--- src/rtl/irqc_pkg.sv ---
`timescale 1ns/1ps
package irqc_pkg;
  typedef enum logic [1:0] {
    CH_IDLE  = 2'd0,
    CH_ARMED = 2'd1,
    CH_FIRED = 2'd2
  } coal_state_e;

  // all-ones value of a field of width w
  function automatic int unsigned field_top(input int unsigned w);
    return (32'd1 << w) - 32'd1;
  endfunction
endpackage

--- src/rtl/irqc_delay_reg.sv ---
`timescale 1ns/1ps
module irqc_delay_reg #(
  parameter int unsigned DLY_W     = 14,
  parameter int unsigned RESET_DLY = 0
) (
  input  logic             clk,
  input  logic             rst_n,
  input  logic             wr_en,
  input  logic [DLY_W-1:0] wr_val,
  output logic [DLY_W-1:0] cur_delay,
  output logic             cur_is_zero
);
  localparam logic [DLY_W-1:0] RST_VAL = DLY_W'(RESET_DLY);

  always_ff @(posedge clk) begin
    if (!rst_n)      cur_delay <= RST_VAL;
    else if (wr_en)  cur_delay <= wr_val;
  end

  assign cur_is_zero = (cur_delay == '0);
endmodule

--- src/rtl/irqc_window_timer.sv ---
`timescale 1ns/1ps
module irqc_window_timer #(
  parameter int unsigned DLY_W = 14
) (
  input  logic             clk,
  input  logic             rst_n,
  input  logic             load,
  input  logic [DLY_W-1:0] load_val,
  input  logic             tick,
  output logic [DLY_W-1:0] left,
  output logic             expire
);
  localparam logic [DLY_W-1:0] ONE = DLY_W'(1);

  function automatic logic [DLY_W-1:0] step_down(input logic [DLY_W-1:0] v);
    return (v == '0) ? v : v - ONE;
  endfunction

  // the last tick of a window; a fresh load takes priority
  assign expire = tick && !load && (left == ONE);

  always_ff @(posedge clk) begin
    if (!rst_n)      left <= '0;
    else if (load)   left <= load_val;
    else if (tick)   left <= step_down(left);
  end
endmodule

--- src/rtl/irqc_merge_count.sv ---
`timescale 1ns/1ps
module irqc_merge_count #(
  parameter int unsigned CNT_W = 8
) (
  input  logic             clk,
  input  logic             rst_n,
  input  logic             clr,
  input  logic             inc,
  output logic [CNT_W-1:0] cnt
);
  localparam logic [CNT_W-1:0] CMAX = {CNT_W{1'b1}};
  localparam logic [CNT_W-1:0] ONE  = CNT_W'(1);

  function automatic logic [CNT_W-1:0] sat_bump(input logic [CNT_W-1:0] v);
    return (v == CMAX) ? v : v + ONE;
  endfunction

  logic [CNT_W-1:0] cnt_nx;

  always_comb begin
    if (clr)      cnt_nx = inc ? ONE : '0;
    else if (inc) cnt_nx = sat_bump(cnt);
    else          cnt_nx = cnt;
  end

  always_ff @(posedge clk) begin
    if (!rst_n) cnt <= '0;
    else        cnt <= cnt_nx;
  end
endmodule

--- src/rtl/irq_coalesce_timer.sv ---
`timescale 1ns/1ps
module irq_coalesce_timer
  import irqc_pkg::*;
#(
  parameter int unsigned DLY_W     = 14,
  parameter int unsigned CNT_W     = 8,
  parameter int unsigned RESET_DLY = 0
) (
  input  logic             clk,
  input  logic             rst_n,
  input  logic             cmpl_valid,
  input  logic             cmpl_irq_en,
  input  logic             delay_wr,
  input  logic [DLY_W-1:0] delay_wdata,
  input  logic             us_tick,
  input  logic             irq_ack,
  output logic             irq_req,
  output logic [CNT_W-1:0] merged_cnt,
  output logic [DLY_W-1:0] max_delay
);
  localparam logic [DLY_W-1:0] DLY_TOP = DLY_W'(field_top(DLY_W));

  coal_state_e      state, state_nx;
  logic [DLY_W-1:0] cur_delay;
  logic             dly_zero;
  logic [DLY_W-1:0] win_left;

  // named internal events
  logic flag_evt;        // completion that asked for an interrupt
  logic st_idle;
  logic st_armed;
  logic ack_evt;         // acknowledge that is honoured
  logic start_evt;       // a new window opens
  logic zero_start_evt;  // window opens with zero length
  logic expire_evt;      // window ran out on a tick

  assign flag_evt       = cmpl_valid && cmpl_irq_en;
  assign st_idle        = (state == CH_IDLE);
  assign st_armed       = (state == CH_ARMED);
  assign ack_evt        = (state == CH_FIRED) && irq_ack;
  assign start_evt      = flag_evt && (st_idle || ack_evt);
  assign zero_start_evt = start_evt && dly_zero;

  irqc_delay_reg #(.DLY_W(DLY_W), .RESET_DLY(RESET_DLY)) u_dly (
    .clk         (clk),
    .rst_n       (rst_n),
    .wr_en       (delay_wr),
    .wr_val      (delay_wdata),
    .cur_delay   (cur_delay),
    .cur_is_zero (dly_zero)
  );

  irqc_window_timer #(.DLY_W(DLY_W)) u_tmr (
    .clk      (clk),
    .rst_n    (rst_n),
    .load     (start_evt),
    .load_val (cur_delay),
    .tick     (us_tick && st_armed),
    .left     (win_left),
    .expire   (expire_evt)
  );

  irqc_merge_count #(.CNT_W(CNT_W)) u_cnt (
    .clk   (clk),
    .rst_n (rst_n),
    .clr   (ack_evt),
    .inc   (flag_evt),
    .cnt   (merged_cnt)
  );

  always_comb begin
    state_nx = state;
    unique case (state)
      CH_IDLE:  if (start_evt) state_nx = dly_zero ? CH_FIRED : CH_ARMED;
      CH_ARMED: if (expire_evt) state_nx = CH_FIRED;
      CH_FIRED: begin
        if (ack_evt) begin
          if (start_evt) state_nx = dly_zero ? CH_FIRED : CH_ARMED;
          else           state_nx = CH_IDLE;
        end
      end
      default:  state_nx = CH_IDLE;
    endcase
  end

  always_ff @(posedge clk) begin
    if (!rst_n) state <= CH_IDLE;
    else        state <= state_nx;
  end

  assign irq_req   = (state == CH_FIRED);
  assign max_delay = DLY_TOP;
endmodule

--- config.mk ---
export PLATFORM = sky130hd
export DESIGN_NAME = irq_coalesce_timer
export DESIGN_NICKNAME = d
export VERILOG_FILES = /design/src/rtl/irqc_pkg.sv /design/src/rtl/irqc_delay_reg.sv /design/src/rtl/irqc_window_timer.sv /design/src/rtl/irqc_merge_count.sv /design/src/rtl/irq_coalesce_timer.sv
export SDC_FILE = /design/constraint.sdc
export NUM_CORES = 1
export LEC_CHECK = 0
export BUFFER_PORTS_ARGS = -buffer_cell sky130_fd_sc_hd__buf_2
export CORE_ASPECT_RATIO = 1.25
export CORE_MARGIN = 2
export CORE_UTILIZATION = 35
export CTS_CLUSTER_SIZE = 25
export DETAILED_ROUTE_END_ITERATION = 6
export GPL_TIMING_DRIVEN = 0
export PLACE_DENSITY = 0.58
export SLEW_MARGIN = 20
export SYNTH_ARGS = -nofsm -noshare
export SYNTH_HDL_FRONTEND = slang
export SYNTH_SLANG_ARGS = --single-unit
export TNS_END_PERCENT = 50
--- constraint.sdc ---
create_clock -name clk -period 2.4 [get_ports clk]
set_clock_uncertainty 0.15 [all_clocks]
set_input_delay 0.24 -clock clk [delete_from_list [all_inputs] [get_ports clk]]
set_output_delay 0.24 -clock clk [all_outputs]
set_load 0.1 [all_outputs]
==> results of run 1 <==
[power by group through the flow]
stage	registers (mW)	clock network (mW)	logic [mW]
after floorplan	0.723	0	0.360
after global placement	0.722	0	0.457
after detailed placement	0.723	0	0.459
after CTS	0.709	0.698	0.461
after global routing	0.715	0.725	0.501
final	0.709	0.695	0.468
[through the flow]
stage	hold slack [ns]	util [%]	total power [mW]	cells	instance area [sq um]
detailed placement	0.333	40.7	1.18	384	2480
CTS	0.0250	43.1	1.87	392	2620
global placement	0.325	40.7	1.18	384	2480
finish	0.0251	43.1	1.87	392	2620
global route	0.0337	43.1	1.94	392	2620
floorplan	0.237	-	1.08	271	2230
[cells in the final DEF, fill, tap and decap left out, types with 2 or more instances in the layout]
master	synthesis	routed
or4_1	6	6
nand2b_1	5	5
ha_1	3	3
or2_2	4	4
clkbuf_1	8	8
nor4_1	5	5
a31oi_1	3	3
dfxtp_1	38	38
mux2i_1	17	17
o31ai_1	2	2
a311oi_1	2	2
nand4_1	11	11
clkbuf_8	0	6
o211ai_1	3	3
o2111ai_1	8	8
nor2_1	30	30
buf_2	3	31
inv_1	5	5
o311ai_0	4	4
and2_1	3	3
o21ai_0	8	8
xor2_1	3	3
conb_1	1	14
nand3b_1	4	4
and3_1	2	2
a21oi_1	3	3
bufinv_16	0	2
nand2_1	17	17
a21o_1	2	2
buf_4	14	14
buf_1	2	2
nor3_1	4	4
nand3_1	14	14
[final cells by class]
class / instances / area, sq um / area share, %
clock inverter: 2 / 60.1 / 2.29
sequential: 38 / 761 / 29.0
timing repair buffer: 28 / 140 / 5.34
multi-input combinational: 201 / 1300 / 49.4
clock buffer: 6 / 82.6 / 3.15
tap: 85 / 106 / 4.06
inverter: 5 / 18.8 / 0.716
buffer: 27 / 158 / 6.01
[path summary, 6_finish.rpt]
path / start / slack (ns) / endpoint
worst max register to register: u_tmr.left[0] / 0.18 / u_tmr.left[0]
worst min register to register: u_dly.cur_delay[4] / 0.34 / u_tmr.left[4]
worst max-delay path: u_tmr.left[0] / 0.18 / u_tmr.left[0]
worst min-delay path: delay_wdata[0] / 0.03 / u_dly.cur_delay[0]
[cells by family (layout without fill, tap and decap cells)]
family	count (synthesis)	in the layout	synth area share, %
DFF	38	38	34.9
other	1	14	0.172
buffers and inverters	32	68	8.08
muxes	17	17	7.80
and+or+nand+nor	121	121	31.2
xor gates and xnor gates	3	3	1.20
AOI/OAI and AO/OA	43	43	15.0
adders and majority gates	3	3	1.72
[tightest hold or removal path, stage by stage]
cell and delay, ns:
buf_2 0.08, mux2i_1 0.05, nor2_1 0.07
[metal layers]
layer | GRT usage (%) | vias up | share of wire (%)
met2 | 28.4 | 62 | 48
met4 | 7.29 | 0 | 2.4
met3 | 2.31 | 10 | 3.9
met5 | 0 | - | 0
li1 | - | 1030 | -
met1 | 21.4 | 972 | 45
[flip-flops by register name, indices dropped and copies added (netlist names)]
name / flops
state: 2
u_dly.cur_delay: 14
u_cnt.cnt: 8
u_tmr.left: 14
==> run_results.csv, run 1 <==
group,metric,value,unit
status,outcome,"completed",
yosys,syn_avg_cell_area,8.46,sq um
grt,grt_usage,17.0,%
clock_tree,clkLatencyLatePin,0.30,ns
power_and_ir_drop,p_int,1.26,mW
floorplan,start_util,35.9,%
hold_path,hold_depth,3,
clock_tree,htreeDepth,2,
sta,rsz0062_at_grt,"no",
cells_and_area,area_growth,20.2,%
placed_design,io_buffers,28,
placed_design,gp_congestion,0.864,
yosys,synth_commonest_cells,"dfxtp_1, nor2_1, mux2i_1, nand2_1",
worst_setup_path,cp.depth,6,
clock_tree,clockBufferDepth,2,
clock_tree,hold_buffers,0,
yosys,synth-seq-area-share,34.9,%
floorplan,dieHeight,92.3,microns
worst_setup_path,arrival,2.25,ns
cells_and_area,fin_nets,330,
clock_tree,path_clk_slew,0.08,ns
sta,final.setup.worst_slack,0.178,ns
yosys,synth_top_flop_cell,"dfxtp_1",
grt,grt_max_degree,13,
route,drtPass1Iterations,4,
cells_and_area,drive_gt1_share,21.5,%
grt,grt_pass1_vias,1953,
worst_setup_path,cp_num_buf_inv,1,
sta,setup_tns,0,ns
worst_setup_path,startpoint_type,"register",
cells_and_area,n_fill_cell,642,
sta,hold_violations,0,
clock_tree,cts_tree,"done",
worst_setup_path,slowest_delay,0.52,ns
worst_setup_path,crit_path_cell_trace,"inv_1 > ha_1 > nor4b_1 > nand4_1 > nand4_1 > nand3_1",
route,vias,2074,
power_and_ir_drop,pwr-share-comb,25.0,%
floorplan,rows,32,
sta,slew_viol_final,0,
sta,clock.fmax,450,MHz
yosys,yosysMostFrequentCell,"dfxtp_1",
cells_and_area,diodes,0,
power_and_ir_drop,sw_frac_of_total,32.9,%
clock_tree,postCtsSetupBuffers,0,
worst_setup_path,critical_path_required,2.43,ns
sta,max_slew_margin,45.3,%
floorplan,core,6090,sq um
placed_design,hpwl,4110,microns
power_and_ir_drop,clkPwrFrac,37.2,%
hold_path,hp-class,"in2reg",
worst_setup_path,r2r_cells,6,
clock_tree,cts_buffers,5,
floorplan,die_area,6890,sq um
power_and_ir_drop,switchingPower,0.615,mW
sta,fin_crit_sh,92.6,%
route,avgRoutedWirePerCell,14.2,microns
power_and_ir_drop,powerDensity,714,nW/um^2
sta,setup-violations-final,0,
route,post_drt_via_cell_ratio,5.29,
route,drtIter0Drc,121,
yosys,synth_edf_count,0,
placed_design,place_ws,0.303,ns
clock_tree,cts_sinks,38,
power_and_ir_drop,seqPwrFrac,37.9,%
flow_run,cap_violations,0,
sta,worst_pin_slew,0.814,ns
floorplan,io_pins,44,
yosys,synth_seq_cells,38,
route,detail-route-antenna-nets,0,
floorplan,die_w,74.6,microns
clock_tree,cts_resized,0,
yosys,netlist_instances,258,
worst_setup_path,cp_slowest_cell,"nor4b_1",
worst_setup_path,cp_max_fo,7,
grt,grt_overflow,0,
power_and_ir_drop,vdd_drop_max,390,uV
yosys,synth.top_cell.area_share,34.9,%
route,routed_wirelength,5580,microns
yosys,yosys-top-cells-area,"dfxtp_1, mux2i_1, nor2_1",
yosys,ys_warn_count,0,
worst_setup_path,end_kind,"register",
grt,antenna_found_initial,0,
grt,grt_pass1_wl,9260,microns
route,remaining_drc_errors,0,
worst_setup_path,crit_path_frequent_cell,"nand4_1",
power_and_ir_drop,p_leak,1.12,nW
yosys,synth_cell_types,54,
clock_tree,cts-root-buf,"clkbuf_8",
worst_setup_path,crit_family,"simple AND/OR/NAND/NOR gates",
yosys,synthesis.area,2180,sq um
yosys,synth_top_area_cell,"dfxtp_1",
yosys,synthArstFlopShare,0,%
sta,fin_crit,2.22,ns
worst_setup_path,setup.worst_path.class,"reg2reg",
(Power assumes the default switching activity.)
==> run 2: changes to the inputs <==
--- a/config.mk
+++ b/config.mk
@@ -12,9 +12,10 @@
 export CTS_CLUSTER_SIZE = 25
 export DETAILED_ROUTE_END_ITERATION = 6
 export GPL_TIMING_DRIVEN = 0
-export PLACE_DENSITY = 0.58
+export PLACE_DENSITY = 0.6
 export SLEW_MARGIN = 20
 export SYNTH_ARGS = -nofsm -noshare
 export SYNTH_HDL_FRONTEND = slang
+export SYNTH_HIERARCHICAL = 1
 export SYNTH_SLANG_ARGS = --single-unit
 export TNS_END_PERCENT = 50
==> constraint.sdc (replaced) <==
create_clock -name clk -period 1.96 [get_ports clk]
set_clock_uncertainty 0.15 [all_clocks]
set_input_delay 0.196 -clock clk [delete_from_list [all_inputs] [get_ports clk]]
set_output_delay 0.196 -clock clk [all_outputs]
set_load 0.1 [all_outputs]
==> run 2 against run 1 <==
The flow now finishes with violations (setup timing). Maximum frequency decreased by 2.6%. Clock power decreased by 22%. Sequential share of layout area decreased by 1.7 points. Utilization increased by 2.8 points. Register-to-register slack got worse by 0.50 ns. Critical endpoint is now u_tmr/left[10]. Largest power group unchanged. Highest routed layer unchanged.
==> run_results.csv, run 2 <==
group,metric,value,unit
floorplan,rows,32,
power_and_ir_drop,sw_frac_of_total,34.1,%
sta,fin_crit,2.28,ns
cells_and_area,diodes,0,
placed_design,io_buffers,28,
power_and_ir_drop,p_leak,1.14,nW
yosys,netlist_instances,243,
route,drtIter0Drc,65,
hold_path,hp-class,"in2reg",
sta,setup-violations-final,14,
power_and_ir_drop,p_int,1.33,mW
cells_and_area,drive_gt1_share,36.2,%
sta,fin_crit_sh,116,%
cells_and_area,layout_common_cells,"dfxtp_1, buf_2, buf_4, nor2b_1, o21ai_0",
route,remaining_drc_errors,0,
cells_and_area,layout_commonest_cell,"dfxtp_1",
route,routed_wirelength,5650,microns
placed_design,dpl_cell_area,2540,sq um
yosys,synthesis.area,2230,sq um
yosys,synth-seq-area-share,34.2,%
grt,grt_max_degree,22,
route,vias,2017,
route,drtPass1Iterations,4,
worst_setup_path,reg2reg_from,"u_tmr/left[6]",
worst_setup_path,cp_max_fo,5,
flow_run,cap_violations,0,
grt,grt_overflow,0,
yosys,synth_edf_count,0,
cells_and_area,area_growth,27.2,%
worst_setup_path,r2r_end,"u_tmr/left[10]",
status,violations,"setup timing",
yosys,synth_commonest_cells,"dfxtp_1, nor2b_1, o21ai_0",
clock_tree,clockBufferDepth,2,
route,post_drt_via_cell_ratio,5.27,
clock_tree,htreeDepth,2,
floorplan,start_util,36.1,%
placed_design,gp_congestion,0.868,
worst_setup_path,end_kind,"register",
floorplan,die_w,75.4,microns
clock_tree,cts_buffers,5,
status,outcome,"finished, violations left",
floorplan,core,6170,sq um
hold_path,hold_end,"u_dly/cur_delay[11]",
worst_setup_path,setup.worst_path.class,"reg2reg",
worst_setup_path,r2r_slack,-0.32,ns
worst_setup_path,r2r_cells,4,
floorplan,dieHeight,93.2,microns
power_and_ir_drop,pwr-share-comb,29.8,%
route,detail-route-antenna-nets,0,
route,avgRoutedWirePerCell,14.7,microns
cells_and_area,layoutNonFillerInstCount,383,
hold_path,hold_depth,3,
yosys,synth_top_flop_cell,"dfxtp_1",
yosys,synth_cell_types,57,
grt,grt_usage,16.9,%
cells_and_area,fin_nets,323,
sta,worst_pin_slew,0.583,ns
cells_and_area,largest_registers,"u_dly/cur_delay x14, u_tmr/left x14, u_cnt/cnt x8",
floorplan,io_pins,44,
worst_setup_path,cp_slowest_cell,"or4_4",
sta,final.setup.worst_slack,-0.321,ns
grt,grt_pass1_wl,9200,microns
placed_design,dp_cells,369,
floorplan,die_area,7020,sq um
worst_setup_path,slowest_delay,0.58,ns
clock_tree,cts_sinks,38,
yosys,synth_seq_cells,38,
yosys,syn_avg_cell_area,9.17,sq um
worst_setup_path,arrival,2.35,ns
power_and_ir_drop,powerDensity,714,nW/um^2
power_and_ir_drop,seqPwrFrac,43.4,%
worst_setup_path,crit_path_cell_trace,"or4_4 > or4_4 > or4_4 > a31oi_4",
clock_tree,cts_tree,"done",
yosys,yosys-top-cells-area,"dfxtp_1, mux2i_1, nor2b_1",
clock_tree,path_clk_slew,0.07,ns
worst_setup_path,crit_path_frequent_cell,"or4_4",
sta,clock.fmax,438,MHz
yosys,synth_top_area_cell,"dfxtp_1",
clock_tree,cts-root-buf,"clkbuf_8",
sta,rsz0062_at_grt,"yes",
yosys,synthArstFlopShare,0,%
grt,grt_pass1_vias,1929,
worst_setup_path,critical_path_required,2.03,ns
cells_and_area,final_design_area_no_fill,2830,sq um
power_and_ir_drop,switchingPower,0.690,mW
grt,antenna_found_initial,0,
power_and_ir_drop,vdd_drop_max,329,uV
sta,max_slew_margin,61.1,%
yosys,yosysMostFrequentCell,"dfxtp_1",
power_and_ir_drop,clkPwrFrac,26.8,%
sta,hold_violations,0,
hold_path,min_from,"delay_wdata[11]",
yosys,ys_warn_count,6,
clock_tree,hold_buffers,0,
placed_design,hpwl,3720,microns
worst_setup_path,startpoint_type,"register",
yosys,synth.top_cell.area_share,34.2,%
sta,slew_viol_final,0,
clock_tree,clkLatencyLatePin,0.29,ns
[run 2: cell count changes after synthesis, sizes merged, moves of 5 or more]
cell / delta
a21oi: +5
a31oi: +6
nand4: -7
o2111ai: -6
nor2b: +16
nor2: -24
nand2: -9
nand3: -11
o21ai: +9
[run 2: critical path, delay by kind of cell, from the launching register on]
family,cells,cell delay (ns)
AND/OR/NAND/NOR,3,1.56
flip-flops,1,0.32
AO/OA/AOI/OAI,1,0.17
[run 2: per-stage QoR]
stage / setup WS (ns) / utilization, % / power (mW) / TNS (ns) / hold slack, ns
2_1_floorplan: -0.276 / - / 1.26 / -1.75 / 0.174
3_3_place_gp: -0.445 / 41.2 / 1.36 / -4.47 / 0.303
3_5_place_dp: -0.440 / 41.2 / 1.36 / -4.49 / 0.313
4_1_cts: -0.341 / 45.0 / 2.01 / -2.51 / 0.00299
5_1_grt: -0.385 / 45.9 / 2.12 / -3.07 / 0.0161
6_report: -0.321 / 45.9 / 2.02 / -2.28 / 0.00648
[run 2: routing by layer]
metal | part of all wire [%] | global-route usage [%] | wire length [microns] | vias to the layer above
met5 | 0 | 0 | 0 | -
met4 | 2.7 | 6.87 | 153 | 0
met3 | 5.1 | 3.56 | 287 | 12
met2 | 50 | 29.1 | 2840 | 66
met1 | 42 | 19.9 | 2370 | 940
li1 | - | - | - | 999
[run 2: logic make-up after synthesis]
group / after synthesis / share of synthesized area (%)
buf+inv: 34 / 9.89
simple gates: 98 / 30.4
other cells: 1 / 0.168
compound gates: 54 / 16.9
mux: 15 / 6.74
flops: 38 / 34.2
fa+ha+maj: 3 / 1.69
[run 2: worst max-delay path by stage]
stage | startpoint | end | slack [ns] | cells after the start
after floorplan | state[1] | u_tmr/left[13] | -0.28 | 5
after global placement | state[1] | u_tmr/left[11] | -0.45 | 5
after detailed placement | state[1] | u_tmr/left[11] | -0.44 | 5
after CTS | u_tmr/left[6] | u_tmr/left[10] | -0.34 | 5
after global routing | state[1] | u_tmr/left[13] | -0.38 | 5
final | u_tmr/left[6] | u_tmr/left[10] | -0.32 | 4
[run 2: power groups by stage]
| stage | registers (mW) | logic [mW] | clock network, mW |
|---|---|---|---|
| floorplan | 0.888 | 0.376 | 0 |
| global placement | 0.886 | 0.472 | 0 |
| detailed placement | 0.887 | 0.476 | 0 |
| CTS | 0.874 | 0.571 | 0.563 |
| global route | 0.884 | 0.643 | 0.590 |
| finish | 0.877 | 0.603 | 0.542 |
[run 2: layout make-up]
class / instances / area [sq um]
clock buffer: 6 / 82.6
sequential: 38 / 774
inverter: 8 / 30.0
fill: 624 / 3330
multi-input combinational: 184 / 1430
timing repair buffer: 38 / 226
tap: 85 / 106
buffer: 24 / 183
[run 2: repair_timing]
| item | CTS | global route |
|---|---|---|
| endpoints found under the setup margin | 15 | 16 |
| buffers inserted | 8 | 2 |
| pin swaps | 17 | 8 |
| gates resized for setup | 20 | 14 |
==> run 3: changes to the inputs <==
--- a/config.mk
+++ b/config.mk
@@ -5,6 +5,7 @@
 export SDC_FILE = /design/constraint.sdc
 export NUM_CORES = 1
 export LEC_CHECK = 0
+export ABC_AREA = 1
 export BUFFER_PORTS_ARGS = -buffer_cell sky130_fd_sc_hd__buf_2
 export CORE_ASPECT_RATIO = 1.25
 export CORE_MARGIN = 2
@@ -12,7 +13,7 @@
 export CTS_CLUSTER_SIZE = 25
 export DETAILED_ROUTE_END_ITERATION = 6
 export GPL_TIMING_DRIVEN = 0
-export PLACE_DENSITY = 0.6
+export PLACE_DENSITY = 0.59
 export SLEW_MARGIN = 20
 export SYNTH_ARGS = -nofsm -noshare
 export SYNTH_HDL_FRONTEND = slang
==> run 3 against run 2 <==
The flow now finishes without violations. Via count grew 17%. Combinational power is 77% higher. Maximum frequency grew 20%. Sequential share of layout area shrank 1.6 points. Setup slack better by 0.38 ns. Largest cell class unchanged. Largest power group is now combinational cells. Critical path type unchanged. Worst hold slack gained 0.00064 ns. Utilization down 0.84 points. Register-to-register slack gained 0.38 ns. Clock power about the same. Sequential power increased by 5.9%. First-iteration DRC count is 4.6% higher.
==> run_results.csv, run 3 <==
group,metric,value,unit
floorplan,rows,33,
clock_tree,path_clk_slew,0.08,ns
yosys,synth.top_cell.area_share,31.4,%
yosys,ys_warn_count,6,
flow_run,cap_violations,0,
yosys,synth_commonest_cells,"nand2_1, nor2_1, dfxtp_1, inv_1, nand3_1",
grt,grt_max_degree,16,
yosys,synth_edf_count,0,
hold_path,hp-class,"in2reg",
placed_design,gp_congestion,0.824,
yosys,netlist_instances,369,
floorplan,start_util,36.4,%
clock_tree,cts_tree,"done",
hold_path,min_from,"delay_wdata[11]",
sta,setup-violations-final,0,
yosys,synthArstFlopShare,0,%
placed_design,io_buffers,29,
power_and_ir_drop,sw_frac_of_total,42.0,%
yosys,synth_simple_gate_area_share,36.8,%
clock_tree,htreeDepth,2,
clock_tree,cts_buffers,5,
cells_and_area,diodes,0,
power_and_ir_drop,clkPwrFrac,21.4,%
sta,hold_violations,0,
sta,rsz0062_at_grt,"yes",
cells_and_area,layout_commonest_cell,"nand2_1",
cells_and_area,finish.utilization,45.1,%
yosys,synthAdderAreaFrac,1.55,%
worst_setup_path,end_kind,"register",
power_and_ir_drop,total_power,2.54,mW
floorplan,die_area,7600,sq um
cells_and_area,n_fill_cell,716,
route,routed_wirelength,5600,microns
route,vias,2352,
sta,fin_crit,1.90,ns
yosys,synth_compound_area_share,14.6,%
power_and_ir_drop,pwr-share-comb,42.1,%
power_and_ir_drop,p_int,1.47,mW
power_and_ir_drop,powerDensity,848,nW/um^2
floorplan,dieHeight,97.0,microns
worst_setup_path,startpoint,"state[0]",
sta,clock.fmax,526,MHz
yosys,synthMuxAreaShare,0,%
floorplan,core,6650,sq um
route,avgRoutedWirePerCell,10.7,microns
cells_and_area,largest_registers,"u_dly/cur_delay x14, u_tmr/left x14, u_cnt/cnt x8",
grt,grt_pass1_wl,9250,microns
placed_design,hpwl,4140,microns
route,post_drt_via_cell_ratio,4.51,
status,outcome,"completed",
yosys,synth_xor_area_share,1.09,%
clock_tree,cts_sinks,38,
grt,grt_usage,15.1,%
worst_setup_path,setup.worst_path.class,"reg2reg",
clock_tree,cts-root-buf,"clkbuf_8",
yosys,synthesis.area,2420,sq um
route,remaining_drc_errors,0,
route,detail-route-antenna-nets,0,
grt,antenna_found_initial,0,
yosys,synth_top_area_cell,"dfxtp_1",
cells_and_area,layout_common_cells,"nand2_1, nor2_1, inv_1, dfxtp_1, buf_2",
route,drtPass1Iterations,4,
power_and_ir_drop,seqPwrFrac,36.5,%
worst_setup_path,startpoint_type,"register",
yosys,syn_avg_cell_area,6.56,sq um
clock_tree,clkLatencyLatePin,0.30,ns
floorplan,die_w,78.4,microns
clock_tree,clockBufferDepth,2,
worst_setup_path,reg2reg_from,"state[0]",
cells_and_area,fin_nets,458,
yosys,yosysMostFrequentCell,"nand2_1",
yosys,synth-seq-area-share,31.4,%
cells_and_area,area_growth,23.9,%
yosys,synth_seq_cells,38,
yosys,synth_cell_types,35,
cells_and_area,drive_gt1_share,25.7,%
yosys,synth_top_family_by_area,"simple AND/OR/NAND/NOR gates",
worst_setup_path,critical_path_required,2.04,ns
grt,grt_pass1_vias,2143,
yosys,yosys-top-cells-area,"dfxtp_1, nand2_1, nor2_1",
power_and_ir_drop,switchingPower,1.07,mW
sta,slew_viol_final,0,
floorplan,io_pins,44,
worst_setup_path,cp_max_fo,7,
yosys,synth_top_flop_cell,"dfxtp_1",
grt,grt_overflow,0,
power_and_ir_drop,vdd_drop_max,451,uV
power_and_ir_drop,p_leak,1.39,nW
route,drtIter0Drc,68,
worst_setup_path,arrival,1.98,ns
sta,fin_crit_sh,97.0,%
==> run 3: cell types whose count changed in the layout (fill, tap and decap cells not counted), moves of 7 or more <==
cell | before | now
a21oi_1 | 6 | 23
nand3_1 | 4 | 25
nor2_1 | 6 | 58
o21ai_0 | 16 | 23
or4_4 | 7 | 0
nor2b_1 | 18 | 0
a31oi_1 | 8 | 0
nand2_1 | 8 | 85
mux2i_1 | 15 | 0
inv_1 | 8 | 37
dlygate4sd3_1 | 0 | 7
==> run 3: logic make-up (layout without fill, tap and decap cells) <==
kind of cell,Yosys count,in the layout
compound gates,63,63
xor+xnor,3,3
fa+ha+maj,3,3
buf+inv,65,118
flops,38,38
other cells,1,14
simple gates,196,196
==> run 3: repair_timing <==
action,CTS,global route
pin swaps,3,5
endpoints found under the hold margin,7,0
endpoints found under the setup margin,12,10
hold buffers,7,0
buffers inserted,5,5
gates cloned,0,0
resized for setup,8,6
==> run 3: per-stage QoR <==
step | std cells | setup WS (ns) | TNS, ns | hold WS (ns) | cell area [sq um]
2_1_floorplan | 382 | -0.0609 | -0.0609 | 0.154 | 2480
5_1_grt | 522 | -0.0906 | -0.0981 | 0.0134 | 3000
4_1_cts | 518 | 0.00137 | 0 | 0.00489 | 2940
3_5_place_dp | 498 | -0.408 | -1.06 | 0.274 | 2730
3_3_place_gp | 498 | -0.350 | -0.727 | 0.267 | 2730
6_report | 522 | 0.0597 | 0 | 0.00711 | 3000
==> run 3: worst paths after layout <==
path | to | cells after the start | slack [ns]
min | u_dly/cur_delay[11] | 3 | 0.007
min reg2reg | u_dly/cur_delay[10] | 2 | 0.32
max reg2reg | state[1] | 13 | 0.06
max | state[1] | 13 | 0.06
==> run 3: layer usage <==
layer | global-route usage [%] | routed length [microns] | vias to the layer above
met2 | 27.7 | 2860 | 49
li1 | - | - | 1268
met4 | 5.53 | 82 | 0
met3 | 3.08 | 223 | 9
met5 | 0 | 0 | -
met1 | 16.7 | 2430 | 1026
==> run 3: area by class of cell <==
| cell class | instances | area, sq um | share of cell area, % |
|---|---|---|---|
| multi-input cells | 279 | 1380 | 45.9 |
| flip-flops and latches | 38 | 771 | 25.7 |
| repair buffers | 46 | 290 | 9.68 |
| plain buffers | 21 | 193 | 6.43 |
| inverters | 43 | 169 | 5.63 |
| well taps | 87 | 109 | 3.63 |
| clock buffers | 5 | 68.8 | 2.30 |
| clock inverters | 3 | 21.3 | 0.710 |
==> run 3: power by group through the flow <==
| stage | logic [mW] | registers, mW | clock network [mW] |
|---|---|---|---|
| finish | 1.07 | 0.929 | 0.544 |
| global route | 1.20 | 0.939 | 0.596 |
| CTS | 1.04 | 0.927 | 0.565 |
| detailed placement | 1.02 | 0.945 | 0 |
| global placement | 1.00 | 0.944 | 0 |
| floorplan | 0.806 | 0.963 | 0 |
==> run 3: critical path: stages (launching register included) <==
cell	delay (ns)
dfxtp_4	0.39
inv_1	0.07
o211ai_1	0.12
inv_1	0.11
clkbuf_8	0.16
clkinv_4	0.05
buf_6	0.09
nand3_2	0.05
nor3_2	0.16
nand3b_1	0.14
nand3_1	0.08
nor2_1	0.09
nand2_1	0.06
a21oi_1	0.11
